===== src/rtl/div5_pkg.sv =====
package div5_pkg;

   // Reciprocal width produced by a chain of nst factor stages (3 -> 16, 4 -> 32).
   function automatic int recip_w(input int nst);
      return 2 << nst;
   endfunction

   // Left shift used by factor stage idx: factors 3, 17, 257, 65537.
   function automatic int stage_shift(input int idx);
      return (idx == 0) ? 1 : (2 << idx);
   endfunction

endpackage


===== src/rtl/div5_stage.sv =====
module div5_stage #(
   parameter int PW      = 54,
   parameter int IN_W    = 21,
   parameter int SH      = 1,
   parameter bit ADD_DIV = 1'b0
) (
   input  logic            clk,
   input  logic            rst,
   input  logic            in_vld,
   input  logic [PW-1:0]   in_sum,
   input  logic [IN_W-1:0] in_div,
   output logic            out_vld,
   output logic [PW-1:0]   out_sum,
   output logic [IN_W-1:0] out_div
);

   localparam int PAD = PW - IN_W;

   logic [PW-1:0] corr;
   logic [PW-1:0] nxt;

   generate
      if (ADD_DIV) begin : g_corr
         assign corr = {{PAD{1'b0}}, in_div};
      end else begin : g_nocorr
         assign corr = '0;
      end
   endgenerate

   always_comb begin
      nxt = in_sum + (in_sum << SH) + corr;
   end

   always_ff @(posedge clk) begin
      if (rst) begin
         out_vld <= 1'b0;
      end else begin
         out_vld <= in_vld;
      end
      out_sum <= nxt;
      out_div <= in_div;
   end

endmodule


===== src/rtl/div5_quot.sv =====
module div5_quot #(
   parameter int PW    = 54,
   parameter int RW    = 32,
   parameter int OUT_W = 19
) (
   input  logic [PW-1:0]    sum,
   output logic [OUT_W-1:0] q
);

   assign q = sum[RW +: OUT_W];

   // Fraction bits and guard bits carry no quotient information.
   logic unused_bits;
   assign unused_bits = ^{sum[RW-1:0], sum[PW-1:RW+OUT_W]};

endmodule


===== src/rtl/div5_pipe.sv =====
module div5_pipe
   import div5_pkg::*;
#(
   parameter int IN_W   = 21,
   parameter int NSTAGE = 4,
   localparam int RW    = recip_w(NSTAGE),
   localparam int PW    = IN_W + RW + 1,
   localparam int OUT_W = IN_W - 2
) (
   input  logic             clk,
   input  logic             rst,
   input  logic             dvd_vld,
   input  logic [IN_W-1:0]  dvd,
   output logic             quo_vld,
   output logic [OUT_W-1:0] quo
);

   generate
      if (NSTAGE < 3 || NSTAGE > 4) begin : g_bad_nstage
         $error("div5_pipe: NSTAGE must be 3 or 4");
      end
      if (IN_W < 3) begin : g_bad_width
         $error("div5_pipe: IN_W must be at least 3");
      end
   endgenerate

   logic            vld_a [NSTAGE+1];
   logic [PW-1:0]   sum_a [NSTAGE+1];
   logic [IN_W-1:0] div_a [NSTAGE+1];

   assign vld_a[0] = dvd_vld;
   assign sum_a[0] = {{(PW-IN_W){1'b0}}, dvd};
   assign div_a[0] = dvd;

   generate
      for (genvar g = 0; g < NSTAGE; g++) begin : g_stage
         div5_stage #(
            .PW     (PW),
            .IN_W   (IN_W),
            .SH     (stage_shift(g)),
            .ADD_DIV(g == NSTAGE - 1)
         ) u_stage (
            .clk    (clk),
            .rst    (rst),
            .in_vld (vld_a[g]),
            .in_sum (sum_a[g]),
            .in_div (div_a[g]),
            .out_vld(vld_a[g+1]),
            .out_sum(sum_a[g+1]),
            .out_div(div_a[g+1])
         );
      end
   endgenerate

   div5_quot #(
      .PW   (PW),
      .RW   (RW),
      .OUT_W(OUT_W)
   ) u_quot (
      .sum(sum_a[NSTAGE]),
      .q  (quo)
   );

   assign quo_vld = vld_a[NSTAGE];

   logic unused_div;
   assign unused_div = ^div_a[NSTAGE];

endmodule


===== config.mk =====
export PLATFORM = sky130hd
export DESIGN_NAME = div5_pipe
export DESIGN_NICKNAME = d
export VERILOG_FILES = /design/src/rtl/div5_pkg.sv /design/src/rtl/div5_stage.sv /design/src/rtl/div5_quot.sv /design/src/rtl/div5_pipe.sv
export SDC_FILE = /design/constraint.sdc
export NUM_CORES = 1
export LEC_CHECK = 0
export ABC_AREA = 1
export BUFFER_PORTS_ARGS = -buffer_cell sky130_fd_sc_hd__buf_4
export CAP_MARGIN = 10
export CORE_MARGIN = 2
export CORE_UTILIZATION = 49
export CTS_BUF_LIST = sky130_fd_sc_hd__clkbuf_8
export CTS_CLUSTER_DIAMETER = 80
export DETAILED_ROUTE_END_ITERATION = 6
export PLACE_DENSITY = 0.77
export SLEW_MARGIN = 20
export SYNTH_ARGS = -nofsm -noshare
export SYNTH_HDL_FRONTEND = slang
export SYNTH_SLANG_ARGS = --single-unit

===== constraint.sdc =====
create_clock -name clk -period 4.8 [get_ports clk]
set_input_delay 1.2 -clock clk [delete_from_list [all_inputs] [get_ports clk]]
set_output_delay 1.2 -clock clk [all_outputs]
set_load 0.05 [all_outputs]

==> results of run 1 <==
[cell usage after synthesis (all sizes together)]
master / instances / share of area
o21ai: 42 / 0.020
ha: 128 / 0.15
dfxtp: 171 / 0.31
a21boi: 7 / 0.0051
o22ai: 1 / 0.00057
nand3: 94 / 0.043
nand3b: 3 / 0.0020
inv: 248 / 0.084
o211ai: 1 / 0.00068
a21oi: 89 / 0.040
a31oi: 6 / 0.0034
nor3: 21 / 0.010
and2: 3 / 0.0017
or2: 2 / 0.0011
nand4: 28 / 0.016
o21bai: 13 / 0.0088
xnor2: 18 / 0.014
fa: 8 / 0.015
a21o: 11 / 0.0075
nand2: 496 / 0.17
a22oi: 1 / 0.00068
o21a: 3 / 0.0020
nor2: 183 / 0.067
nor4: 3 / 0.0017
xor2: 39 / 0.031
[cell usage in the layout (no fill, tap or decap), types with 8 or more instances in the layout]
cell,n
nor3_1,20
clkbuf_8,17
nor2_1,174
dfxtp_1,171
ha_1,128
buf_4,43
a21o_1,11
fa_1,8
o21ai_0,37
inv_1,246
o21bai_1,13
xor2_1,39
nand4_1,28
nand2_1,490
a21oi_1,89
xnor2_1,18
nand3_1,94
[metrics by stage]
step / hold slack, ns / area [um2] / util
5_1_grt: 0.3353 / 12160 / 0.5536
3_5_place_dp: 0.3121 / 11710 / 0.5334
4_1_cts: 0.3228 / 12160 / 0.5536
2_1_floorplan: 0.3096 / 11040 / -
3_3_place_gp: 0.3113 / 11710 / 0.5334
6_report: 0.3257 / 12160 / 0.5536
[state kept, by name, summed over array words and instances (netlist names)]
register and count:
g_stage.u_stage.out_sum 105, g_stage.u_stage.out_div 62, g_stage.u_stage.out_vld 4
[per-layer routing]
layer	GRT usage	wire, um
met5	0	0
met4	0.1598	1872
met3	0.03354	1259
met2	0.4431	13840
met1	0.2960	12830
[report_power, final]
group / internal (mW) / switching (mW)
clock network: 0.419 / 0.691
registers: 1.85 / 0.443
logic: 1.88 / 3.73
[cell families (layout without fill, tap and decap cells)]
logic type      Yosys count  after routing  share of synthesized area
simple gates            833            833                     0.3116
buf+inv                 248            323                    0.08433
compound gates          174            174                    0.08920
flops                   171            171                     0.3101
fa+ha+maj               136            136                     0.1596
xor+xnor                 57             57                    0.04522
[path summary, 6_finish.rpt]
check,cells after the start,end,startpoint,slack [ns]
setup / recovery,10,g_stage[0].u_stage.out_sum[17],dvd[1],2.22
hold / removal,0,g_stage[2].u_stage.out_div[7],g_stage[1].u_stage.out_div[7],0.33
setup reg to reg,14,g_stage[3].u_stage.out_sum[48],g_stage[2].u_stage.out_div[0],2.24
hold reg to reg,0,g_stage[2].u_stage.out_div[7],g_stage[1].u_stage.out_div[7],0.33
[worst register-to-register path: cells and delay by family, from the launching register on]
family / cells / cell delay, ns
flops: 1 / 0.37
buf+inv: 4 / 0.29
simple gates: 8 / 0.97
fa+ha+maj: 2 / 0.84
[area by class of cell]
type	instances	area, um2
fillers	2147	9802
flip-flops and latches	171	3423
repair buffers	43	322.8
inverters	248	930.9
clock buffers	17	234.0
clock inverters	15	210.2
multi-input cells	1200	6685
well taps	280	350.3
==> reports/qor.txt, run 1 <==
Dpl hpwl -> 25010 um
Data arrival time of the critical path -> 2.96 ns
Clock H-tree levels -> 4
P&R area growth vs syn -> 10.12%
Clock tree sinks -> 171
Wire length of the first global-routing pass -> 47710 um
Chip height -> 154.1 um
Final estimated routing congestion in global placement -> 0.9874
Iteration count of the initial detailed-routing pass -> 7
Vias per cell -> 5.178
Stage delay of the slowest cell on the critical path -> 0.42 ns
Crit path required time -> 5.18 ns
Number of resized instances in the post-cts repair step -> 0
Relative slew slack -> 0.5859
Post-Syn Area -> 11040 um2
Number of max-cap violations -> 0
Run status -> finished clean
Startpoint types -> primary input
GRT Overall Usage -> 0.2545
Total die area -> 23750 um2
Final hold violation count -> 0
Number of buffers added on ports -> 43
Starting DRT DRC Count -> 437
Layout Nets -> 1841
Critical-path maximum fanout -> 4
Total number of yosys warnings -> 0
Largest net degree at the start of global routing -> 22
Average routed wire per standard cell -> 15.09 um
Clock input transition at the sequential cells of the worst setup and hold paths -> 0.12 ns
Residual antenna-violating net count after detailed routing -> 0
Number of pins with negative max-slew slack in the final report -> 0
Placement row count -> 54
Post-route insts no fill -> 1974
Worst-Skew Late Latency -> 0.47 ns
RSZ-0062 raised after global routing -> false
Leakage -> 6.412 nW
Initial antenna violation count -> 0
DR vias -> 10220
Post-route minimum period -> 2.579 ns
Final count of negative-setup-slack endpoints -> 0
Hold-fix buffers at CTS -> 0
Core area -> 21960 um2
Share of the yosys chip area belonging to registers -> 0.3101
Syn avg cell area -> 6.819 um2
Post-placement setup slack -> 1.759 ns
Areal power density over the cells -> 741.0 nW/um2
DRC viols -> 0
Fraction of layout instances using a drive strength above 1 -> 0.05785
Maximum clock rate -> 0.3878 GHz
Count of buffering cells on the critical path with inverters included -> 2
Cell family with most CP delay -> compound AO/OA/AOI/OAI gates
Total instance count after detailed placement -> 1942
Hold crit path type -> flip-flop to flip-flop
Endpoint type of the worst setup path -> flip-flop
TritonCTS clock tree -> yes
Instance count of the mapped netlist -> 1619
Io pins -> 44
Min setup slack post-route -> 2.221 ns
Starting density of the core -> 0.5027
Horizontal die dimension -> 154.1 um
Share of the clock period used by the worst path -> 0.5373
Cell repeated most along the worst path -> nand2_1
Number of different library cells in the post-synthesis netlist -> 35
Yosys reg bits -> 171
Maximum resistive drop on vdd -> 0.2857 mV
# Post-CTS Setup Buffers -> 0
Total Wirelength -> 29800 um
Total gr overflow -> 0
Critical setup path kind -> primary input to flip-flop
# diodes -> 0
Number of buffers inserted during clock tree synthesis -> 17
Total power after layout -> 9.008 mW
Syn Nets -> 1779
Crit path cell chain -> buf_4, ha_1, inv_1, fa_1, o21ai_2, a21boi_1, o21ai_1, nand2_1, nand3_1, nand2_1
Transition time at the pin with the least slew margin -> 0.6164 ns
Number of buffers on the longest clock path -> 2
Cell type of the slowest stage on the worst timing path -> fa_1
Clock tree skew after final layout -> 0.02115 ns
Number of global-route vias before repair -> 10020
Clock Tree Root -> clkbuf_8
Final-layout setup total negative slack -> 0 ns
Note: power is estimated with default switching activity, not from simulation.
==> run 2: changes to the inputs <==
--- a/config.mk
+++ b/config.mk
@@ -13,7 +13,7 @@
 export CTS_BUF_LIST = sky130_fd_sc_hd__clkbuf_8
 export CTS_CLUSTER_DIAMETER = 80
 export DETAILED_ROUTE_END_ITERATION = 6
-export PLACE_DENSITY = 0.77
+export PLACE_DENSITY = 0.79
 export SLEW_MARGIN = 20
 export SYNTH_ARGS = -nofsm -noshare
 export SYNTH_HDL_FRONTEND = slang
==> constraint.sdc (replaced) <==
create_clock -name clk -period 2.1 [get_ports clk]
set_input_delay 0.525 -clock clk [delete_from_list [all_inputs] [get_ports clk]]
set_output_delay 0.525 -clock clk [all_outputs]
set_load 0.05 [all_outputs]
==> run 2 against run 1 <==
Net effect:
- global-route usage grew 1.9 points
- the run now ends with negative setup slack left
- non-clock buffer count up 108
- critical path type is now flip-flop to flip-flop
- wire length grew 11%
- utilization increased by 7.8 points
- critical path depth increased by 7
- largest power group unchanged
==> reports/qor.txt, run 2 (synthesis results as in run 1) <==
Starting DRT DRC Count -> 497
Run status -> complete, but fails checks
RSZ-0062 raised after global routing -> true
Initial antenna violation count -> 0
Maximum clock rate -> 0.4485 GHz
Startpoint of the worst register-to-register path -> g_stage[2].u_stage.out_sum[16]
Residual antenna-violating net count after detailed routing -> 0
Most frequent cells in the layout -> 418 x nand2_1, 225 x inv_1, 147 x dfxtp_1, 146 x nor2_1, 146 x buf_4
Min setup slack post-route -> -0.1298 ns
Most frequent standard cell in the layout excluding fill and tap cells -> nand2_1
Total instance count after detailed placement -> 2044
Worst-Skew Late Latency -> 0.47 ns
Placement row count -> 54
Min-delay src -> dvd[0]
Total gr overflow -> 0
Iteration count of the initial detailed-routing pass -> 7
Core area -> 21960 um2
Endpoint type of the worst setup path -> flip-flop
Share of the clock period used by the worst path -> 1.062
Switching part of the total power -> 0.5212
Maximum resistive drop on vdd -> 0.7869 mV
Number of buffers on the longest clock path -> 2
Final count of negative-setup-slack endpoints -> 16
Leakage -> 7.011 nW
Dpl hpwl -> 26710 um
Number of global-route vias before repair -> 10520
GRT Overall Usage -> 0.2739
Critical path startpoint -> g_stage[2].u_stage.out_sum[16]
Horizontal die dimension -> 154.1 um
Part of the total power dissipated in combinational logic -> 0.697
Critical setup path kind -> flip-flop to flip-flop
Number of buffers inserted during clock tree synthesis -> 17
Register share of total power -> 0.205
Io pins -> 44
Internal power consumption -> 11.84 mW
Crit path required time -> 2.47 ns
Violations in the final reports -> negative setup slack
P&R area growth vs syn -> 25.63%
Startpoint types -> flip-flop
Clock group share of total power -> 0.099
Critical-path maximum fanout -> 2
# diodes -> 0
Relative slew slack -> 0.6880
Wire length of the first global-routing pass -> 51410 um
Number of pins with negative max-slew slack in the final report -> 0
Clock input transition at the sequential cells of the worst setup and hold paths -> 0.11 ns
Final-layout setup total negative slack -> -1.137 ns
Number of max-cap violations -> 0
Final hold violation count -> 0
Hold crit path type -> primary input to flip-flop
Clock H-tree levels -> 4
Hold-fix buffers at CTS -> 0
TritonCTS clock tree -> yes
Starting density of the core -> 0.5027
Final standard cell utilization of the core -> 0.6316
Power spent charging and discharging nets -> 12.89 mW
Transition time at the pin with the least slew margin -> 0.4639 ns
Cell depth of the worst hold path -> 1
Clock tree skew after final layout -> 0.01680 ns
Largest net degree at the start of global routing -> 20
FF-to-FF End -> g_stage[3].u_stage.out_sum[39]
Max FFs per register -> 105
Data arrival time of the critical path -> 2.60 ns
Minimum setup slack among reg-to-reg paths -> -0.13 ns
DRC viols -> 0
Average routed wire per standard cell -> 15.87 um
Final estimated routing congestion in global placement -> 0.9442
Post-route insts no fill -> 2082
Post-route minimum period -> 2.230 ns
Register with the highest flop count -> g_stage.u_stage.out_sum
Largest regs -> g_stage.u_stage.out_sum (105), g_stage.u_stage.out_div (62), g_stage.u_stage.out_vld (4)
Chip height -> 154.1 um
Total Wirelength -> 33040 um
Total die area -> 23750 um2
Number of cells traversed by the worst register-to-register path -> 17
Fraction of layout instances using a drive strength above 1 -> 0.2303
DR vias -> 10770
Clock tree sinks -> 171
Clock Tree Root -> clkbuf_8
Vias per cell -> 5.175
Number of buffers added on ports -> 43
Hold Crit Endpoint -> g_stage[0].u_stage.out_sum[0]
Layout Nets -> 1949
Areal power density over the cells -> 1784 nW/um2
[run 2: cell types whose count changed in the layout (fill, tap and decap cells not counted), sizes merged]
cell	change
clkinv	+1
clkinvlp	-1
inv	-1
buf	+108
bufinv	+1
[run 2: repair_timing]
item / in CTS / in global routing
setup buffers: 1 / 5
setup endpoints to repair: 19 / 32
resized for setup: 103 / 139
pin swaps: 36 / 68
hold endpoints to repair: 0 / 0
[run 2: worst max-delay path by stage]
stage                     slack, ns  cells after the start                             end
after global placement        -0.16                     10  g_stage[3].u_stage.out_sum[47]
final                         -0.13                     17  g_stage[3].u_stage.out_sum[39]
after CTS                      -0.1                     17  g_stage[3].u_stage.out_sum[39]
after global routing          -0.26                     17  g_stage[3].u_stage.out_sum[39]
after floorplan               -0.03                     14  g_stage[3].u_stage.out_sum[48]
after detailed placement      -0.25                     14  g_stage[3].u_stage.out_sum[48]
[run 2: area by class of cell]
class,count,area [um2]
clock buffers,17,234.0
clock inverters,15,198.9
fillers,1886,8090
inverters,248,933.4
multi-input cells,1200,7543
flip-flops and latches,171,3456
well taps,280,350.3
repair buffers,151,1152
[run 2: routing by layer]
layer,vias up,track usage,wire (um)
met3,93,0.03382,1201
met2,282,0.5067,16560
met1,4892,0.3110,13680
met4,0,0.1322,1596
li1,5507,-,-
met5,-,0,0
[run 2: critical path, cell delays in order (launching register included)]
cell	delay, ns
dfxtp_2	0.35
inv_2	0.06
fa_1	0.53
inv_2	0.05
ha_4	0.23
buf_6	0.13
nand2_2	0.05
nand2_2	0.06
nand2_2	0.06
nand2_2	0.06
nand2_1	0.05
nand2_1	0.05
nand2_1	0.07
nand2_2	0.07
a21oi_2	0.15
nand2_1	0.07
nand2_1	0.06
nand2_1	0.05
[run 2: power by group through the flow]
stage	logic [mW]	clock network [mW]	registers (mW)
floorplan	8.96	0	5.41
global placement	14.0	0	5.04
detailed placement	14.2	0	5.06
CTS	15.4	2.49	5.03
global route	18.8	2.61	5.12
finish	17.2	2.45	5.06
[run 2: through the flow]
stage | hold slack, ns | area, um2 | setup slack [ns] | total power [mW]
6_report | 0.1791 | 13870 | -0.1298 | 24.74
3_5_place_dp | 0.3121 | 12480 | -0.2453 | 19.28
3_3_place_gp | 0.3113 | 12480 | -0.1555 | 19.06
4_1_cts | 0.1503 | 13290 | -0.09998 | 22.96
2_1_floorplan | 0.3096 | 11040 | -0.02653 | 14.37
5_1_grt | 0.1487 | 13870 | -0.2610 | 26.51
==> run 3: changes to the inputs <==
--- a/config.mk
+++ b/config.mk
@@ -9,11 +9,12 @@
 export BUFFER_PORTS_ARGS = -buffer_cell sky130_fd_sc_hd__buf_4
 export CAP_MARGIN = 10
 export CORE_MARGIN = 2
-export CORE_UTILIZATION = 49
+export CORE_UTILIZATION = 59
 export CTS_BUF_LIST = sky130_fd_sc_hd__clkbuf_8
 export CTS_CLUSTER_DIAMETER = 80
 export DETAILED_ROUTE_END_ITERATION = 6
-export PLACE_DENSITY = 0.79
+export PLACE_DENSITY = 0.91
+export SKIP_CTS_REPAIR_TIMING = 1
 export SLEW_MARGIN = 20
 export SYNTH_ARGS = -nofsm -noshare
 export SYNTH_HDL_FRONTEND = slang
==> run 3 against run 2 <==
Net effect:
- the run still ends with negative setup slack left
- clock power rose by 7%
- hold slack got worse by 0.024 ns
- global-route usage rose by 6.3 points
- count of clock-buffer cells in the layout did not move
==> reports/qor.txt, run 3 (synthesis results as in run 1) <==
TritonCTS clock tree -> yes
Horizontal die dimension -> 140.8 um
Maximum clock rate -> 0.4373 GHz
Startpoint of the worst register-to-register path -> g_stage[2].u_stage.out_sum[16]
Dpl hpwl -> 27580 um
Iteration count of the initial detailed-routing pass -> 5
Crit path required time -> 2.51 ns
Clock Tree Root -> clkbuf_8
DRC viols -> 0
Share of the clock period used by the worst path -> 1.089
Post-route minimum period -> 2.287 ns
Layout Nets -> 1937
Min setup slack post-route -> -0.1869 ns
Register with the highest flop count -> g_stage.u_stage.out_sum
Number of buffers inserted during clock tree synthesis -> 17
Number of cells traversed by the worst register-to-register path -> 17
# diodes -> 0
Post-Layout Inst Area -> 13360 um2
Critical setup path kind -> flip-flop to flip-flop
Clock tree skew after final layout -> 0.02550 ns
Starting DRT DRC Count -> 694
Final-layout setup total negative slack -> -1.647 ns
Number of max-cap violations -> 0
Largest regs -> g_stage.u_stage.out_sum (105), g_stage.u_stage.out_div (62), g_stage.u_stage.out_vld (4)
Average routed wire per standard cell -> 16.85 um
Hold crit path type -> primary input to flip-flop
Max FFs per register -> 105
Critical path startpoint -> g_stage[2].u_stage.out_sum[16]
Io pins -> 44
Run status -> complete, but fails checks
Transition time at the pin with the least slew margin -> 0.4298 ns
Startpoint types -> flip-flop
Endpoint of the worst setup timing path -> g_stage[3].u_stage.out_sum[39]
Chip height -> 140.8 um
Maximum resistive drop on vdd -> 1.073 mV
FF-to-FF End -> g_stage[3].u_stage.out_sum[39]
Number of global-route vias before repair -> 10610
Final count of negative-setup-slack endpoints -> 19
Wire length of the first global-routing pass -> 51960 um
Core area -> 18520 um2
Leakage -> 6.946 nW
Final estimated routing congestion in global placement -> 0.9683
Number of pins with negative max-slew slack in the final report -> 0
Residual antenna-violating net count after detailed routing -> 0
Vias per cell -> 5.426
Endpoint type of the worst setup path -> flip-flop
GRT Overall Usage -> 0.3369
Total gr overflow -> 0
Final hold violation count -> 0
Most frequent cells in the layout -> 451 x nand2_1, 240 x inv_1, 154 x nor2_1, 147 x dfxtp_1, 138 x buf_4
Clock H-tree levels -> 4
Starting density of the core -> 0.5961
P&R area growth vs syn -> 21.00%
RSZ-0062 raised after global routing -> true
Minimum setup slack among reg-to-reg paths -> -0.19 ns
Placement row count -> 50
Number of buffers on the longest clock path -> 2
Number of buffers added on ports -> 43
Total die area -> 19820 um2
Clock tree sinks -> 171
Critical-path maximum fanout -> 2
Fraction of layout instances using a drive strength above 1 -> 0.1782
Worst-Skew Late Latency -> 0.50 ns
Violations in the final reports -> negative setup slack
Initial antenna violation count -> 0
Areal power density over the cells -> 1798 nW/um2
Cell area after placement -> 12330 um2
Relative slew slack -> 0.7109
Most frequent standard cell in the layout excluding fill and tap cells -> nand2_1
Data arrival time of the critical path -> 2.70 ns
Total Wirelength -> 34100 um
DR vias -> 10980
Clock input transition at the sequential cells of the worst setup and hold paths -> 0.13 ns
Largest net degree at the start of global routing -> 24
[run 3: per-layer routing]
metal  up-vias  global-route usage  routed length (um)
li1       5476                   -                   -
met1      4988              0.3615               13140
met2       383              0.6334               17300
met3       135             0.04280                1380
met4         0              0.1947                2288
met5         -                   0                   0
[run 3: cell type report]
type	count	area [um2]
well taps	234	292.8
clock buffers	17	234.0
clock inverters	15	232.7
flip-flops and latches	171	3456
multi-input cells	1200	7164
inverters	248	930.9
repair buffers	139	1047
fillers	1503	5160
[run 3: how the worst min path moves through the flow]
stage	start	to	slack (ns)	cells after the start
floorplan	g_stage[0].u_stage.out_div[10]	g_stage[1].u_stage.out_div[10]	0.31	0
global placement	g_stage[0].u_stage.out_div[15]	g_stage[1].u_stage.out_div[15]	0.31	0
detailed placement	g_stage[0].u_stage.out_div[3]	g_stage[1].u_stage.out_div[3]	0.31	0
CTS	dvd[5]	g_stage[0].u_stage.out_div[5]	0.13	1
global route	dvd[7]	g_stage[0].u_stage.out_div[7]	0.12	1
finish	dvd[0]	g_stage[0].u_stage.out_sum[0]	0.16	1
[run 3: where the power goes]
| part | switching [mW] | leakage (nW) | internal, mW | total (mW) |
|---|---|---|---|---|
| Sequential | 0.803 | 1.44 | 4.27 | 5.07 |
| Clock | 1.61 | 0.228 | 1.00 | 2.61 |
| Combinational | 10.3 | 5.28 | 6.01 | 16.3 |
| Total | 12.7 | 6.95 | 11.3 | 24.0 |
[run 3: critical path, cell delays in order, from the launching register on]
cell	delay, ns
dfxtp_2	0.35
inv_2	0.04
fa_1	0.55
inv_2	0.05
ha_4	0.23
buf_6	0.12
nand2_2	0.05
nand2_2	0.05
nand2_1	0.05
nand2_1	0.07
nand2_1	0.07
nand2_1	0.06
nand2_1	0.08
nand2_2	0.06
a21oi_2	0.17
nand2_1	0.08
nand2_1	0.07
nand2_1	0.04
[run 3: through the flow]
stage	total power, mW	utilization	std cells	hold WS [ns]	setup slack, ns
5_1_grt	25.70	0.7214	2024	0.1248	-0.3336
6_report	24.02	0.7214	2024	0.1555	-0.1869
2_1_floorplan	14.37	-	1619	0.3096	-0.02653
3_3_place_gp	19.00	0.6659	1986	0.3098	-0.2264
4_1_cts	22.04	0.6911	2018	0.1334	-0.3144
3_5_place_dp	19.33	0.6659	1986	0.3121	-0.2815
